<file path="src/rtl/fs_pkg.sv">
package fs_pkg;

  typedef enum logic [1:0] {
    M_RUN   = 2'd0,
    M_MUTED = 2'd1,
    M_SEQ   = 2'd2
  } mute_st_t;

  typedef enum logic [1:0] {
    Q_IDLE   = 2'd0,
    Q_PICK   = 2'd1,
    Q_SETTLE = 2'd2
  } seq_st_t;

  // Cycles a muted node waits before taking over recovery.
  function automatic int unsigned unmute_deadline(input logic active_master,
                                                  input int unsigned rank,
                                                  input int unsigned base,
                                                  input int unsigned stagger);
    return active_master ? base : base + rank * stagger;
  endfunction

  // A node index is passed over if it is this node or already blacklisted.
  function automatic logic skip_node(input int unsigned idx,
                                     input int unsigned self_idx,
                                     input logic listed);
    return (idx == self_idx) || listed;
  endfunction

endpackage

</file>
<file path="src/rtl/fs_timer.sv">
module fs_timer #(
  parameter int W = 8
) (
  input  logic         clk,
  input  logic         rst_n,
  input  logic         clr,
  input  logic         run,
  input  logic [W-1:0] limit,
  output logic         hit
);
  logic [W-1:0] cnt;

  // hit marks the cycle in which the limit-th counted cycle completes
  assign hit = run && !clr && (cnt >= limit - W'(1));

  always_ff @(posedge clk or negedge rst_n) begin
    if (!rst_n)           cnt <= '0;
    else if (clr)         cnt <= '0;
    else if (run && !hit) cnt <= cnt + W'(1);
  end
endmodule

</file>
<file path="src/rtl/fs_reseq.sv">
module fs_reseq #(
  parameter int NODES        = 4,
  parameter int SETTLE_LIMIT = 8,
  parameter int IDX_W        = 2
) (
  input  logic             clk,
  input  logic             rst_n,
  input  logic             start,
  input  logic [IDX_W-1:0] node_id,
  input  logic             bus_fault,
  output logic             req_valid,
  output logic [IDX_W-1:0] req_node,
  output logic             done,
  output logic [NODES-1:0] blacklist
);
  import fs_pkg::*;

  localparam int SW = $clog2(SETTLE_LIMIT + 1);

  seq_st_t          q_st;
  logic [IDX_W-1:0] idx;
  logic             skip;
  logic             last;
  logic             settle_hit;

  assign skip      = skip_node(32'(idx), 32'(node_id), blacklist[idx]);
  assign last      = (idx == IDX_W'(NODES - 1));
  assign req_valid = (q_st == Q_PICK) && !skip;
  assign req_node  = idx;
  assign done      = ((q_st == Q_PICK) && skip && last) ||
                     ((q_st == Q_SETTLE) && settle_hit && last);

  fs_timer #(.W(SW)) u_settle (
    .clk   (clk),
    .rst_n (rst_n),
    .clr   (q_st != Q_SETTLE),
    .run   (1'b1),
    .limit (SW'(SETTLE_LIMIT)),
    .hit   (settle_hit)
  );

  always_ff @(posedge clk or negedge rst_n) begin
    if (!rst_n) begin
      q_st      <= Q_IDLE;
      idx       <= '0;
      blacklist <= '0;
    end else begin
      case (q_st)
        Q_IDLE: begin
          if (start) begin
            idx  <= '0;
            q_st <= Q_PICK;
          end
        end
        Q_PICK: begin
          if (!skip)     q_st <= Q_SETTLE;
          else if (last) q_st <= Q_IDLE;
          else           idx  <= idx + IDX_W'(1);
        end
        Q_SETTLE: begin
          if (bus_fault) blacklist[idx] <= 1'b1;
          if (settle_hit) begin
            if (last) q_st <= Q_IDLE;
            else begin
              idx  <= idx + IDX_W'(1);
              q_st <= Q_PICK;
            end
          end
        end
        default: q_st <= Q_IDLE;
      endcase
    end
  end
endmodule

</file>
<file path="src/rtl/fs_mute_ctrl.sv">
module fs_mute_ctrl #(
  parameter int NODES        = 4,
  parameter int RANK_W       = 2,
  parameter int KA_LIMIT     = 40,
  parameter int BYTE_LIMIT   = 24,
  parameter int UNMUTE_LIMIT = 60,
  parameter int STAGGER      = 20,
  parameter int SETTLE_LIMIT = 8,
  localparam int IDX_W = (NODES > 1) ? $clog2(NODES) : 1
) (
  input  logic              clk,
  input  logic              rst_n,
  input  logic              keepalive_i,
  input  logic              scl_i,
  input  logic              enable_cmd_i,
  input  logic              is_master_i,
  input  logic [RANK_W-1:0] rank_i,
  input  logic [IDX_W-1:0]  node_id_i,
  input  logic              bus_fault_i,
  output logic              tx_en_o,
  output logic              rx_en_o,
  output logic              master_o,
  output logic              reen_valid_o,
  output logic [IDX_W-1:0]  reen_node_o,
  output logic [NODES-1:0]  blacklist_o
);
  import fs_pkg::*;

  localparam int MAX_WAIT = UNMUTE_LIMIT + ((1 << RANK_W) - 1) * STAGGER;
  localparam int MAX_ALL  = MAX_WAIT + KA_LIMIT + BYTE_LIMIT;
  localparam int CNT_W    = $clog2(MAX_ALL + 2);

  mute_st_t st;
  logic     promoted;
  logic     master_act;

  // named internal events, observed by the bound checker
  logic     ka_expire;
  logic     byte_expire;
  logic     unmute_hit;
  logic     seq_start;
  logic     seq_done;
  logic     revive;

  logic [CNT_W-1:0] unmute_lim;

  assign master_act = is_master_i || promoted;
  assign revive     = (st == M_MUTED) && !master_act && enable_cmd_i;
  assign seq_start  = (st == M_MUTED) && unmute_hit && !revive;
  assign unmute_lim = CNT_W'(unmute_deadline(master_act, 32'(rank_i),
                                             UNMUTE_LIMIT, STAGGER));

  // keep-alive watchdog: only armed while running
  fs_timer #(.W(CNT_W)) u_ka (
    .clk   (clk),
    .rst_n (rst_n),
    .clr   (keepalive_i || (st != M_RUN)),
    .run   (1'b1),
    .limit (CNT_W'(KA_LIMIT)),
    .hit   (ka_expire)
  );

  // clock-line-low watchdog
  fs_timer #(.W(CNT_W)) u_byte (
    .clk   (clk),
    .rst_n (rst_n),
    .clr   (scl_i || (st != M_RUN)),
    .run   (1'b1),
    .limit (CNT_W'(BYTE_LIMIT)),
    .hit   (byte_expire)
  );

  // unmute / takeover deadline, counts only while muted
  fs_timer #(.W(CNT_W)) u_unmute (
    .clk   (clk),
    .rst_n (rst_n),
    .clr   (st != M_MUTED),
    .run   (1'b1),
    .limit (unmute_lim),
    .hit   (unmute_hit)
  );

  fs_reseq #(
    .NODES        (NODES),
    .SETTLE_LIMIT (SETTLE_LIMIT),
    .IDX_W        (IDX_W)
  ) u_seq (
    .clk       (clk),
    .rst_n     (rst_n),
    .start     (seq_start),
    .node_id   (node_id_i),
    .bus_fault (bus_fault_i),
    .req_valid (reen_valid_o),
    .req_node  (reen_node_o),
    .done      (seq_done),
    .blacklist (blacklist_o)
  );

  always_ff @(posedge clk or negedge rst_n) begin
    if (!rst_n) begin
      st       <= M_RUN;
      promoted <= 1'b0;
    end else begin
      case (st)
        M_RUN: begin
          if (ka_expire || byte_expire) st <= M_MUTED;
        end
        M_MUTED: begin
          if (revive) st <= M_RUN;
          else if (seq_start) begin
            st       <= M_SEQ;
            promoted <= promoted || !is_master_i;
          end
        end
        M_SEQ: begin
          if (seq_done) st <= M_RUN;
        end
        default: st <= M_RUN;
      endcase
    end
  end

  assign tx_en_o  = (st != M_MUTED);
  assign rx_en_o  = 1'b1;
  assign master_o = master_act;
endmodule

</file>
<file path="config.mk">
export PLATFORM = sky130hd
export DESIGN_NAME = fs_mute_ctrl
export DESIGN_NICKNAME = d
export VERILOG_FILES = /design/src/rtl/fs_pkg.sv /design/src/rtl/fs_timer.sv /design/src/rtl/fs_reseq.sv /design/src/rtl/fs_mute_ctrl.sv
export SDC_FILE = /design/constraint.sdc
export NUM_CORES = 1
export LEC_CHECK = 0
export BUFFER_PORTS_ARGS = -buffer_cell sky130_fd_sc_hd__buf_4
export CORE_ASPECT_RATIO = 1.1
export CORE_MARGIN = 2
export CORE_UTILIZATION = 30
export DETAILED_ROUTE_END_ITERATION = 7
export GPL_TIMING_DRIVEN = 1
export PLACE_DENSITY_LB_ADDON = 0.1
export RECOVER_POWER = 100
export SLEW_MARGIN = 20
export SYNTH_ARGS = -nofsm -noshare
export SYNTH_HDL_FRONTEND = slang
export SYNTH_SLANG_ARGS = --single-unit
</file>
<file path="constraint.sdc">
create_clock -name clk -period 2.77 [get_ports clk]
set_input_delay 0.1385 -clock clk [delete_from_list [all_inputs] [get_ports clk]]
set_output_delay 0.1385 -clock clk [all_outputs]
set_load 0.02 [all_outputs]
</file>
==> run_results.csv <==
group,metric,value,unit
clock_tree,clockBufferDepth,2,
critical_path,cp.required,2960,ps
worst_hold_path,hold_start,"is_master_i",
synth,yosys_warnings,0,
clock_tree,cts_sinks,39,
layout,n_antenna_cell,0,
layout,post-route-cell-area,2680,um^2
critical_path,reg2reg_from,"promoted",
drt,avgRoutedWirePerCell,13.2,um
layout,syn_to_final_growth,17.2,%
global_route,track_usage,0.116,
floorplanning,die_w,87.3,um
drt,dr_total_vias,1596,
placed_design,io_buffers,19,
synth,synth-seq-cells,39,
synth,yosys.area_share.adder,0.126,
timing,relSlewSlack,0.323,
global_route,grt_start_max_net_pins,40,
layout,final_util,0.361,
synth,synth_top_area_share,0.426,
synth,mappedNetlistNets,249,
power,peakVddDrop,0.000294,V
critical_path,startpoint,"promoted",
critical_path,r2r-end,"u_unmute.cnt[7]",
synth,synth_top_family_by_area,"simple AND/OR/NAND/NOR gates",
clock_tree,tritoncts,"done",
synth,seq_area_frac_synth,0.426,
clock_tree,worstSkewPairLatency,290,ps
synth,synth_area,2290,um^2
timing,finalCritPeriodShare,0.922,
floorplanning,io_pins,21,
synth,avgSynthCellArea,10.6,um^2
synth,synth_most_common_cell,"dfrtp_1",
synth,yosys.area.top_type,"dfrtp_1",
power,power_density,639,nW/um^2
drt,firstDrtPassIters,4,
timing,slew_violations,0,
timing,hold-worst-slack,56.8,ps
synth,synth_cells,215,
synth,async_reset_ff_frac,1.00,
placed_design,dp.final_hpwl,3.19,mm
run,cap_violations,0,
timing,setup_tns,0,ps
critical_path,reg2reg_slack,220,ps
critical_path,arrival,2740,ps
timing,rsz0062_at_grt,"no",
drt,drt-total-wl,4.43,mm
clock_tree,cts_made_buffers,5,
floorplanning,rows,33,
drt,antenna_left,0,
global_route,antenna_found_initial,0,
timing,finClkSkew,7.88,ps
synth,synthDistinctLibCells,49,
timing,fin_crit,2550,ps
floorplanning,core,7430,um^2
synth,yosys.area_share.simple,0.168,
floorplanning,start_util,0.308,
global_route,grt_pass1_vias,1574,
critical_path,startpoint_type,"flop",
power,power_leakage,0.00123,uW
floorplanning,chipHeight,95.6,um
drt,drtIter0Drc,33,
layout,drive_above_1_share,0.198,
timing,tightestPinTransition,1020,ps
critical_path,endpoint,"u_unmute.cnt[7]",
synth,synth_xor_area_frac,0.0765,
timing,max_freq,0.392,GHz
clock_tree,cts_max_level,2,
synth,synthTopCellsByCount,"dfrtp_1, ha_1, nor2_1",
critical_path,path_max_fanout,8,
timing,setup_viol,0,
global_route,grt_overflow,0,
synth,synth_edf_count,0,
critical_path,cp-end-kind,"flop",
layout,finalNetCount,281,
synth,synth_compound_area_frac,0.136,
clock_tree,root_buffer,"clkbuf_8",
outcome,outcome,"finished clean",
critical_path,worst_r2r_path_depth,14,
drt,drc_errors,0,
floorplanning,die_area,8340,um^2
synth,synth_ff_type,"dfrtp_1",
drt,vias_per_cell,4.76,
clock_tree,clkTransAtPathRegs,90,ps
placed_design,place_area,2570,um^2
synth,synth_area_leaders,"dfrtp_1, ha_1, xnor2_1, nor2_1, xor2_1",
critical_path,critical_path_class,"flop to flop",
worst_hold_path,min_path_type,"primary input to flop",
placed_design,gp_congestion,0.743,
synth,synthMuxAreaShare,0.0366,
global_route,grt_pass1_wl,7.67,mm
timing,hold_violations,0,
-- metal layers --
| layer | up-vias | GRT usage | share of wire |
|---|---|---|---|
| met2 | 13 | 0.179 | 0.45 |
| met4 | 0 | 0.0308 | 0.0090 |
| li1 | 818 | - | - |
| met1 | 761 | 0.163 | 0.52 |
| met5 | - | 0 | 0 |
| met3 | 4 | 0.0268 | 0.024 |
-- metrics by stage --
stage	total power, uW	setup slack [ps]	instances
3_5_place_dp	1370	-22.3	323
2_1_floorplan	1180	19.5	215
3_3_place_gp	1380	-41.7	323
6_report	1710	217	335
4_1_cts	1780	34.0	332
5_1_grt	1850	4.54	335
-- cells by family after synthesis --
group | after synthesis
AOI/OAI and AO/OA | 36
xor gates and xnor gates | 20
muxes | 7
other | 1
and+or+nand+nor | 74
buffers and inverters | 15
adders and majority gates | 23
DFF | 39
-- sequential cells by signal, summed over array words and instances, names as in the netlist --
register            cells
u_byte.cnt              8
u_ka.cnt                8
u_unmute.cnt            8
u_seq.blacklist         4
u_seq.u_settle.cnt      4
st                      2
u_seq.q_st              2
u_seq.req_node          2
promoted                1
-- cells in the final DEF (no fill, tap or decap), types with 2 or more instances in the layout --
cell / netlist / final
a211o_1: 2 / 2
a211oi_1: 2 / 2
a21oi_1: 6 / 6
a31o_2: 4 / 4
and2_0: 0 / 7
and2_1: 8 / 2
buf_4: 1 / 20
clkbuf_1: 2 / 7
clkbuf_8: 0 / 5
clkinvlp_4: 0 / 2
dfrtp_1: 39 / 39
ha_1: 23 / 22
inv_1: 11 / 10
mux2i_1: 5 / 5
nand2_1: 14 / 14
nand3_1: 4 / 4
nand4_1: 6 / 6
nor2_1: 22 / 21
nor2b_1: 4 / 4
nor3_1: 7 / 7
o21a_1: 2 / 2
o21ai_0: 2 / 2
o22ai_1: 2 / 2
o31ai_1: 2 / 2
or3_2: 2 / 2
xnor2_1: 12 / 12
xor2_1: 8 / 8
-- critical path: stages, from the launching register on --
cell,delay [ps]
dfrtp_1,390
nor2_2,140
nand2_1,90
inv_2,70
ha_2,170
nand3_1,70
xor2_1,150
nand2_1,70
ha_1,280
o21ai_0,200
o21bai_2,140
buf_4,200
nor4_4,280
xnor2_1,150
nor2_1,60
-- report_power, final --
group          internal [uW]  leakage (uW)  switching, uW  total [uW]
combinational            271      0.000666            317         587
clock                    176     0.0000402            217         392
sequential               643      0.000523           91.8         735
total                   1090       0.00123            625        1710
-- what timing repair did --
action | in CTS | in global routing
gates resized for setup | 0 | 7
endpoints found under the hold margin | 39 | 0
setup endpoints to repair | 0 | 10
setup buffers | 0 | 3
hold buffers | 1 | 0
-- how the worst min path moves through the flow --
stage | slack [ps] | end | depth (start not counted)
floorplan | -160 | promoted | 0
global placement | 160 | u_ka.cnt[2] | 1
detailed placement | 160 | u_ka.cnt[2] | 1
CTS | 50 | promoted | 2
global route | 60 | promoted | 2
finish | 60 | promoted | 2
-- area by class of cell --
class / instances / area [um^2]
fill: 779 / 4750
sequential: 39 / 976
tap: 87 / 109
multi-input combinational: 161 / 1280
clock buffer: 5 / 68.8
clock inverter: 3 / 20.0
timing repair buffer: 29 / 191
inverter: 11 / 41.3
No activity file was read; power rests on OpenSTA's default activity.
